==> src/rtl/pwr_clk_pkg.sv <==
package pwr_clk_pkg;

  typedef enum logic [2:0] {
    MD_DIV1   = 3'd0,
    MD_DIV2   = 3'd1,
    MD_DIV4   = 3'd2,
    MD_DIV8   = 3'd3,
    MD_DIV_LP = 3'd4,
    MD_SLOW   = 3'd5
  } clk_mode_t;

  typedef enum logic [1:0] {
    SRC_XTAL = 2'd0,
    SRC_RING = 2'd1,
    SRC_SLOW = 2'd2,
    SRC_NONE = 2'd3
  } clk_src_t;

  typedef enum logic [1:0] {
    ST_RUN  = 2'd0,
    ST_STOP = 2'd1,
    ST_WARM = 2'd2,
    ST_RING = 2'd3
  } pwr_state_t;

  // Operating mode from the power-management bit and the divide field.
  function automatic clk_mode_t pick_mode(input logic pm, input logic [1:0] div);
    clk_mode_t m;
    if (pm) begin
      case (div)
        2'b00:   m = MD_DIV_LP;
        2'b01:   m = MD_DIV2;
        2'b10:   m = MD_DIV4;
        default: m = MD_SLOW;
      endcase
    end else begin
      case (div)
        2'b00:   m = MD_DIV1;
        2'b01:   m = MD_DIV2;
        2'b10:   m = MD_DIV4;
        default: m = MD_DIV8;
      endcase
    end
    return m;
  endfunction

  // Fast cycles per system clock for the crystal-driven modes.
  function automatic int unsigned period_of(input clk_mode_t m, input int unsigned lp);
    int unsigned p;
    case (m)
      MD_DIV2:   p = 2;
      MD_DIV4:   p = 4;
      MD_DIV8:   p = 8;
      MD_DIV_LP: p = lp;
      default:   p = 1;
    endcase
    return p;
  endfunction

endpackage

==> src/rtl/pwr_clk_mode_sel.sv <==
module pwr_clk_mode_sel
  import pwr_clk_pkg::*;
(
  input  logic       clk,
  input  logic       rst_n,
  input  logic       ext_rst,
  input  logic       pm_wr,
  input  logic       pm_wdata,
  input  logic       swb_en,
  input  logic       irq_any,
  input  logic [1:0] div_sel,
  output logic       pm_en,
  output clk_mode_t  want_mode,
  output logic       swb_fire
);

  assign swb_fire  = pm_en & swb_en & irq_any;
  assign want_mode = pick_mode(pm_en, div_sel);

  // Switchback outranks a simultaneous software write.
  always_ff @(posedge clk or negedge rst_n) begin
    if (!rst_n)        pm_en <= 1'b0;
    else if (ext_rst)  pm_en <= 1'b0;
    else if (swb_fire) pm_en <= 1'b0;
    else if (pm_wr)    pm_en <= pm_wdata;
  end


  swb_clear_chk: assert property (@(posedge clk) disable iff (!rst_n)
    (pm_en && swb_en && irq_any) |=> !pm_en);


  swb_hold_chk: assert property (@(posedge clk) disable iff (!rst_n)
    (pm_en && !swb_en && !pm_wr && !ext_rst) |=> pm_en);

endmodule

==> src/rtl/pwr_clk_stop_fsm.sv <==
module pwr_clk_stop_fsm
  import pwr_clk_pkg::*;
(
  input  logic       clk,
  input  logic       rst_n,
  input  logic       ext_rst,
  input  logic       stop_req,
  input  logic       wake,
  input  logic       ring_start,
  input  logic       warm_done,
  input  logic       ring_tick,
  output pwr_state_t state
);

  pwr_state_t nxt;
  logic       ring_handover;

  assign ring_handover = ring_tick & warm_done;

  always_comb begin
    nxt = state;
    unique case (state)
      ST_RUN:  if (stop_req) nxt = ST_STOP;
      ST_STOP: if (wake) nxt = ring_start ? ST_RING : ST_WARM;
      ST_WARM: if (warm_done) nxt = ST_RUN;
      ST_RING: begin
        if (stop_req)           nxt = ST_STOP;
        else if (ring_handover) nxt = ST_RUN;
      end
      default: nxt = ST_RUN;
    endcase
  end

  always_ff @(posedge clk or negedge rst_n) begin
    if (!rst_n)       state <= ST_RUN;
    else if (ext_rst) state <= ST_RUN;
    else              state <= nxt;
  end


  stop_exit_chk: assert property (@(posedge clk) disable iff (!rst_n)
    ($past(state) == ST_STOP && state != ST_STOP && !$past(ext_rst)) |-> $past(wake));


  ring_exit_chk: assert property (@(posedge clk) disable iff (!rst_n)
    ($past(state) == ST_RING && state == ST_RUN && !$past(ext_rst))
      |-> $past(warm_done && ring_tick));


  ext_rst_chk: assert property (@(posedge clk) disable iff (!rst_n)
    ext_rst |=> (state == ST_RUN));

endmodule

==> src/rtl/pwr_clk_divider.sv <==
module pwr_clk_divider
  import pwr_clk_pkg::*;
#(
  parameter int unsigned LP_DIV = 256
) (
  input  logic       clk,
  input  logic       rst_n,
  input  logic       ext_rst,
  input  pwr_state_t state,
  input  clk_mode_t  want_mode,
  input  logic       ring_tick,
  input  logic       slow_tick,
  output logic       sys_en,
  output clk_src_t   src
);

  localparam int CNT_W = $clog2(LP_DIV);

  clk_mode_t        act_mode;
  logic [CNT_W-1:0] cnt;
  logic [CNT_W-1:0] last_cnt;
  logic             xtal_edge;
  logic             take_new;

  assign last_cnt  = CNT_W'(period_of(act_mode, LP_DIV) - 1);
  assign xtal_edge = (act_mode != MD_SLOW) && (cnt == last_cnt);
  // The crystal period ends at its enable; the slow source carries no crystal count.
  assign take_new  = xtal_edge || (act_mode == MD_SLOW);

  always_comb begin
    case (state)
      ST_RUN:  sys_en = (act_mode == MD_SLOW) ? slow_tick : xtal_edge;
      ST_RING: sys_en = ring_tick;
      default: sys_en = 1'b0;
    endcase
  end

  always_comb begin
    case (state)
      ST_RUN:  src = (act_mode == MD_SLOW) ? SRC_SLOW : SRC_XTAL;
      ST_RING: src = SRC_RING;
      default: src = SRC_NONE;
    endcase
  end

  always_ff @(posedge clk or negedge rst_n) begin
    if (!rst_n) begin
      cnt      <= '0;
      act_mode <= MD_DIV1;
    end else if (ext_rst) begin
      cnt      <= '0;
      act_mode <= MD_DIV1;
    end else if (state != ST_RUN) begin
      cnt      <= '0;
      act_mode <= want_mode;
    end else if (take_new) begin
      cnt      <= '0;
      act_mode <= want_mode;
    end else begin
      cnt <= cnt + 1'b1;
    end
  end


  ratio_at_edge_chk: assert property (@(posedge clk) disable iff (!rst_n)
    ($past(state) == ST_RUN && state == ST_RUN && !$past(ext_rst)
      && $past(act_mode) != MD_SLOW && act_mode != $past(act_mode)) |-> $past(sys_en));


  warm_quiet_chk: assert property (@(posedge clk) disable iff (!rst_n)
    (state == ST_WARM) |-> (!sys_en && src == SRC_NONE));

endmodule

==> src/rtl/pwr_clk_ctrl.sv <==
module pwr_clk_ctrl
  import pwr_clk_pkg::*;
#(
  parameter int unsigned N_EXT  = 16,
  parameter int unsigned N_UART = 2,
  parameter int unsigned LP_DIV = 256
) (
  input  logic              clk,
  input  logic              rst_n,
  input  logic              ext_rst,
  input  logic [1:0]        div_sel,
  input  logic              pm_wr,
  input  logic              pm_wdata,
  input  logic              swb_en,
  input  logic              stop_req,
  input  logic              ring_start,
  input  logic [N_EXT-1:0]  irq_ext,
  input  logic [N_UART-1:0] irq_uart,
  input  logic              irq_spi,
  input  logic              alarm,
  input  logic              warm_done,
  input  logic              ring_tick,
  input  logic              slow_tick,
  output logic              sys_en,
  output logic [1:0]        clk_src,
  output logic              stopped,
  output logic              pm_en
);

  logic       irq_any;
  logic       wake;
  logic       swb_fire;
  clk_mode_t  want_mode;
  pwr_state_t state;
  clk_src_t   src;

  assign irq_any = (|irq_ext) | (|irq_uart) | irq_spi;
  assign wake    = (|irq_ext) | alarm;

  pwr_clk_mode_sel u_mode (
    .clk       (clk),
    .rst_n     (rst_n),
    .ext_rst   (ext_rst),
    .pm_wr     (pm_wr),
    .pm_wdata  (pm_wdata),
    .swb_en    (swb_en),
    .irq_any   (irq_any),
    .div_sel   (div_sel),
    .pm_en     (pm_en),
    .want_mode (want_mode),
    .swb_fire  (swb_fire)
  );

  pwr_clk_stop_fsm u_fsm (
    .clk        (clk),
    .rst_n      (rst_n),
    .ext_rst    (ext_rst),
    .stop_req   (stop_req),
    .wake       (wake),
    .ring_start (ring_start),
    .warm_done  (warm_done),
    .ring_tick  (ring_tick),
    .state      (state)
  );

  pwr_clk_divider #(.LP_DIV(LP_DIV)) u_div (
    .clk       (clk),
    .rst_n     (rst_n),
    .ext_rst   (ext_rst),
    .state     (state),
    .want_mode (want_mode),
    .ring_tick (ring_tick),
    .slow_tick (slow_tick),
    .sys_en    (sys_en),
    .src       (src)
  );

  assign clk_src = src;
  assign stopped = (state == ST_STOP);


  stop_no_en_chk: assert property (@(posedge clk) disable iff (!rst_n)
    stopped |-> (!sys_en && clk_src == 2'd3));


  swb_pm_drop_chk: assert property (@(posedge clk) disable iff (!rst_n)
    swb_fire |=> !pm_en);

endmodule

==> config.mk <==
export PLATFORM = sky130hd
export DESIGN_NAME = pwr_clk_ctrl
export DESIGN_NICKNAME = d
export VERILOG_FILES = /design/src/rtl/pwr_clk_pkg.sv /design/src/rtl/pwr_clk_mode_sel.sv /design/src/rtl/pwr_clk_stop_fsm.sv /design/src/rtl/pwr_clk_divider.sv /design/src/rtl/pwr_clk_ctrl.sv
export SDC_FILE = /design/constraint.sdc
export NUM_CORES = 1
export LEC_CHECK = 0
export ABC_AREA = 1
export BUFFER_PORTS_ARGS = -buffer_cell sky130_fd_sc_hd__buf_2
export CELL_PAD_IN_SITES_DETAIL_PLACEMENT = 1
export CELL_PAD_IN_SITES_GLOBAL_PLACEMENT = 2
export CORE_UTILIZATION = 28
export CTS_CLUSTER_DIAMETER = 40
export DETAILED_ROUTE_END_ITERATION = 6
export PLACE_DENSITY_LB_ADDON = 0.3
export SYNTH_ARGS = -nofsm -noshare
export SYNTH_HDL_FRONTEND = slang
export SYNTH_SLANG_ARGS = --single-unit
==> constraint.sdc <==
create_clock -name clk -period 4.5 [get_ports clk]
set_clock_uncertainty 0.05 [all_clocks]
set_input_delay 0.45 -clock clk [delete_from_list [all_inputs] [get_ports clk]]
set_output_delay 0.45 -clock clk [all_outputs]
set_load 0.005 [all_outputs]
== After elaboration in Yosys (flattened, before gate mapping) ==
Cells that the tools add are included.

* Output and inout port bits: 5
* Input bits: 33
* Word-level logic and storage cells: 63
* Bits in registers: 14

* Equal/unequal tests: 16
* Bitwise gates (word level): 6
* Muxes and demuxes: 25
* Reduce and logical (&&, ||, !) cells: 10
* Add/sub/neg operators: 2

{| class="wikitable"
|+ Operator list
! operator !! number
|-
| 2-to-1 mux 8 bit || 3
|-
| case mux 4 bit (4 select lines) || 1
|-
| OR reduction 16 bit || 1
|-
| 2-to-1 mux 2 bit || 7
|-
| 2-to-1 mux 3 bit || 4
|-
| inequality test 3 bit (second input constant) || 3
|-
| case mux 3 bit (3 select lines) || 1
|-
| adder 8 x 1 -> 8 bit (second input constant) || 1
|-
| equality test 8 bit || 1
|-
| case mux 2 bit (4 select lines) || 1
|-
| subtractor 8 x 1 -> 8 bit (second input constant) || 1
|-
| equality test 2 bit (second input constant) || 3
|-
| equality test 3 x 2 -> 1 bit (second input constant) || 2
|-
| equality test 3 bit (second input constant) || 2
|-
| case mux 2 bit (3 select lines) || 1
|-
| nonzero test 3 bit || 2
|-
| 2-to-1 mux 1 bit || 5
|-
| equality test 2 x 1 -> 1 bit (second input constant) || 2
|-
| logical NOT 2 bit || 2
|-
| inequality test 4 bit (second input constant) || 1
|-
| case mux 2 bit (2 select lines) || 1
|-
| AND reduction 4 bit || 1
|-
| AND 1 bit || 3
|-
| equality test 3 x 1 -> 1 bit (second input constant) || 1
|-
| other kinds (7) || 9
|}

== Longest topological paths before layout ==
* Depth after elaboration: 9
* Mapped depth: 15
* Gate-level depth less buffers: 15

== Hierarchy ==
From an unflattened synthesis, not the netlist that was laid out.

* Cell total of the unflattened synthesis: 201
* Area total of the unflattened synthesis: 1237.4 um^2

{| class="wikitable"
|+ By module, submodules not included
! module !! cells each !! area each (um^2) !! instances !! seq. area each (um^2)
|-
| pwr_clk_divider || 115 || 799.5 || 1 || 275.3
|-
| pwr_clk_stop_fsm || 44 || 216.5 || 1 || 50.0
|-
| pwr_clk_mode_sel || 22 || 137.6 || 1 || 25.0
|-
| pwr_clk_ctrl || 20 || 83.8 || 1 || 0.0
|}

== Worst setup path before layout ==
OpenSTA, ideal clock, no wires.

* Kind: register to output
* Start: register u_div.act_mode[1]
* End: output sys_en
* Slack: 2373 ps
* Path buffers: 0
* Cell stages (with the launch flop): 14
* Data required time: 4000 ps
* Arrival: 1627 ps
* Cell sequence: dfrtp_1 > nor2_2 > nand2_4 > nand2_2 > ha_1 > nand2_1 > nand2_1 > nor2_1 > nand2_1 > nor2_1 > nand3_2 > nand2_1 > nand2_1 > a21oi_1

* Longest elaborated chain between the ends: 7

{| class="wikitable"
|+ Ends and longest elaborated chain
! what !! line !! text
|-
| from (decl) || pwr_clk_divider.sv:19 || <nowiki>clk_mode_t act_mode;</nowiki>
|-
| from (signal assigned) || pwr_clk_divider.sv:55 || <nowiki>act_mode <= want_mode;</nowiki>
|-
| from (signal assigned) || pwr_clk_divider.sv:58 || <nowiki>act_mode <= want_mode;</nowiki>
|-
| equality test 3 bit, or another cell as far along || pwr_clk_pkg.sv:50 || <nowiki>case (m)</nowiki>
|-
| case mux 4 bit (4 select lines) || pwr_clk_pkg.sv:50 ||
|-
| subtractor 8 x 1 -> 8 bit || pwr_clk_divider.sv:25 || <nowiki>assign last_cnt = CNT_W'(period_of(act_mode, LP_DIV) - 1);</nowiki>
|-
| equality test 8 bit || pwr_clk_divider.sv:26 || <nowiki>assign xtal_edge = (act_mode != MD_SLOW) && (cnt == last_cnt);</nowiki>
|-
| logical AND 1 bit || pwr_clk_divider.sv:26 ||
|-
| 2-to-1 mux 1 bit (*) || pwr_clk_divider.sv:32 || <nowiki>ST_RUN: sys_en = (act_mode == MD_SLOW) ? slow_tick : xtal_edge;</nowiki>
|-
| case mux 1 bit (2 select lines) (*) || pwr_clk_divider.sv:31 || <nowiki>case (state)</nowiki>
|-
| to (decl) || pwr_clk_ctrl.sv:24 || <nowiki>output logic sys_en,</nowiki>
|}

Mark *: on every way between the ends. The rest lies on a longest branch, timed or not.

== Final worst setup path ==
Ends and elaborated chain as after synthesis.

==> out/metrics.yaml <==
run_status:
  status: "finished clean"
sta:
  finalSetupViolCount: 0
  setup_slack_ns: 1.872
  worst_pin_slew_ns: 0.4414
  max_slew_margin_pct: 70.35
  max_clock_freq_mhz: 380.5
  rsz0062_at_grt: "false"
  fin_crit_ns: 2.628
  finalHoldViolCount: 0
  period_share_pct: 58.40
  slew_viol_final: 0
  setup_tns_ns: 0
cells_and_area:
  nNetsFinal: 252
  fillers: 513
  fin_util_pct: 37.73
  areaGrowthSynthToFinish_pct: 25.72
  n_antenna_cell: 0
  drive_gt1_share_pct: 23.56
clock_tree:
  cts_max_path_buffers: 2
  cts_tree: "built"
  cts_resized: 0
  clk_latency_ns: 0.24
  cts_setup_buffers: 0
  cts_buffers: 3
  cts.htree.levels: 1
  holdBufCountCts: 0
  path_clk_slew_ns: 0.07
  cts_sinks: 14
  clockRootBuffer: "clkbuf_8"
critical_path:
  crit_type: "flip-flop to output pin"
  crit_top_cell: "nand2_1"
  crit_fanout: 7
  path_cells: "nor2_2 -> nand2_4 -> nand2_2 -> ha_1 -> nand2_1 -> nand2_1 -> nor2_1 -> nand2_1 -> nor2_1 -> nand3_2 -> nand2_1 -> nand2_1 -> a21oi_1 -> buf_2"
  cp.required_ns: 4.00
  crit_path_end_kind: "output pin"
  reg2reg_slack_ns: 2.46
  slowest_delay_ns: 0.46
  critPathSlowestCell: "dfrtp_1"
  start_kind: "flip-flop"
  cp.arrival_ns: 2.13
route:
  vias: 1141
  drc: 0
  wire_per_inst_um: 10.61
  drtIter0Drc: 37
  wl_um: 2716
  via_per_inst: 4.457
  drtAntennaViolNets: 0
  dr.pass1.iters: 4
synthesis:
  async_flop_share_pct: 100.0
  synth_flop_cell: "dfrtp_1"
  ys_warn_count: 0
  yosys.area.top_type: "dfrtp_1"
  synth_area_leaders: "dfrtp_1 (31%), nand2_1 (15%), ha_1 (11%), nor2_1 (10%), inv_1 (8.7%)"
  syn_area_sq_um: 1124
  synth-seq-cells: 14
  synthCells: 168
  yosysSeqAreaShare_pct: 31.18
  synth.top_cell.area_share_pct: 31.18
  yosys.cell_count.top_type: "nand2_1"
  syn_area_per_cell_sq_um: 6.688
  synth_edf_count: 0
  ys_types: 20
  ys_top_cells_by_count: "nand2_1 (44), nor2_1 (31), inv_1 (26)"
  syn_nets: 211
global_route:
  grt_pass1_vias: 1190
  grt_start_max_net_pins: 15
  grt.total_usage_pct: 14.96
  grt_pass1_wl_um: 5043
  antenna_found_initial: 0
  overflow: 0
power_and_ir_drop:
  powerDensity_nw_per_um2: 366.4
  ir_drop_uv: 137.3
  leakagePower_nw: 0.7664
  finalPower_w: 0.0005176
placed_design:
  gp_congestion: 0.7785
  pre_cts_slack_ns: 2.120
  io_buffers: 37
  dp_hpwl_um: 2298
floorplan:
  row_count: 22
  initial_core_util_pct: 30.01
  ios: 38
  die_w_um: 65.35
  die-area_sq_um: 4270
  fp.coreArea_sq_um: 3744
  die_h_um: 65.35
run:
  drv_cap: 0
hold_path:
  hp-class: "input pin to asynchronous set/reset pin"
routing by layer:
metal / up-vias / global-route usage, % / routed length [um]
li1: 600 / - / -
met1: 505 / 19.98 / 1353
met2: 34 / 25.52 / 1223
met3: 2 / 2.431 / 130
met4: 0 / 2.446 / 8
met5: - / 0 / 0
metrics by stage:
stage               hold slack (ns)  instance area [sq um]  instances
floorplan                    0.1044                   1124        168
global placement             0.3315                   1358        252
detailed placement           0.3376                   1358        252
CTS                         0.07181                   1413        256
global route                0.08106                   1413        256
finish                      0.05966                   1413        256
registers in the layout, summed over array words and instances, names as in the netlist:
register / cells
u_div.act_mode: 3
u_div.cnt: 8
u_fsm.state: 2
u_mode.pm_en: 1
critical path, delay by kind of cell, from the launching register on:
| family | cells | cell delay (ns) |
|---|---|---|
| and+or+nand+nor | 11 | 0.95 |
| AOI/OAI and AO/OA | 1 | 0.12 |
| DFF | 1 | 0.46 |
| buffers and inverters | 1 | 0.12 |
| adders and majority gates | 1 | 0.24 |
cells by family after synthesis:
kind of cell,count (synthesis),share of synthesized area (%)
simple gates,99,38.20
flops,14,31.18
compound gates,14,7.126
xor+xnor,3,2.339
fa+ha+maj,10,11.14
buf+inv,28,10.02
layout make-up:
cell class / count / area, sq um / area share, %
inverter: 27 / 101.3 / 7.175
tap: 48 / 60.06 / 4.252
timing repair buffer: 37 / 185.2 / 13.11
multi-input combinational: 126 / 660.6 / 46.77
sequential: 14 / 350.3 / 24.80
clock buffer: 4 / 55.05 / 3.897
cell usage in the layout, fill, tap and decap left out:
cell type	synthesis	routed
a21oi_1	5	5
a221o_1	1	1
a31oi_1	2	2
buf_2	0	37
clkbuf_8	0	4
dfrtp_1	14	14
ha_1	10	10
inv_1	26	26
inv_2	1	1
nand2_1	44	44
nand2_2	1	1
nand2_4	1	1
nand3_1	12	12
nand3_2	3	3
nand3b_1	1	1
nor2_1	31	31
nor2_2	2	2
nor3_1	4	4
o21ai_0	5	5
o21bai_1	1	1
xor2_1	3	3
power by group:
group,internal (W),switching (W),total (W)
sequential,0.000143,0.0000263,0.000169
combinational,0.0000899,0.000134,0.000224
clock,0.0000774,0.0000473,0.000125
final timing paths:
kind	from	to	depth (start not counted)
setup / recovery	u_div.act_mode[1]	sys_en	14
hold / removal	rst_n	u_fsm.state[1]	1
setup reg to reg	u_div.act_mode[1]	u_div.act_mode[1]	13
hold reg to reg	u_div.cnt[0]	u_div.cnt[0]	1
max in group asynchronous	rst_n	u_div.cnt[0]	1
min in group clk	swb_en	u_mode.pm_en	2
(Power assumes the default switching activity.)
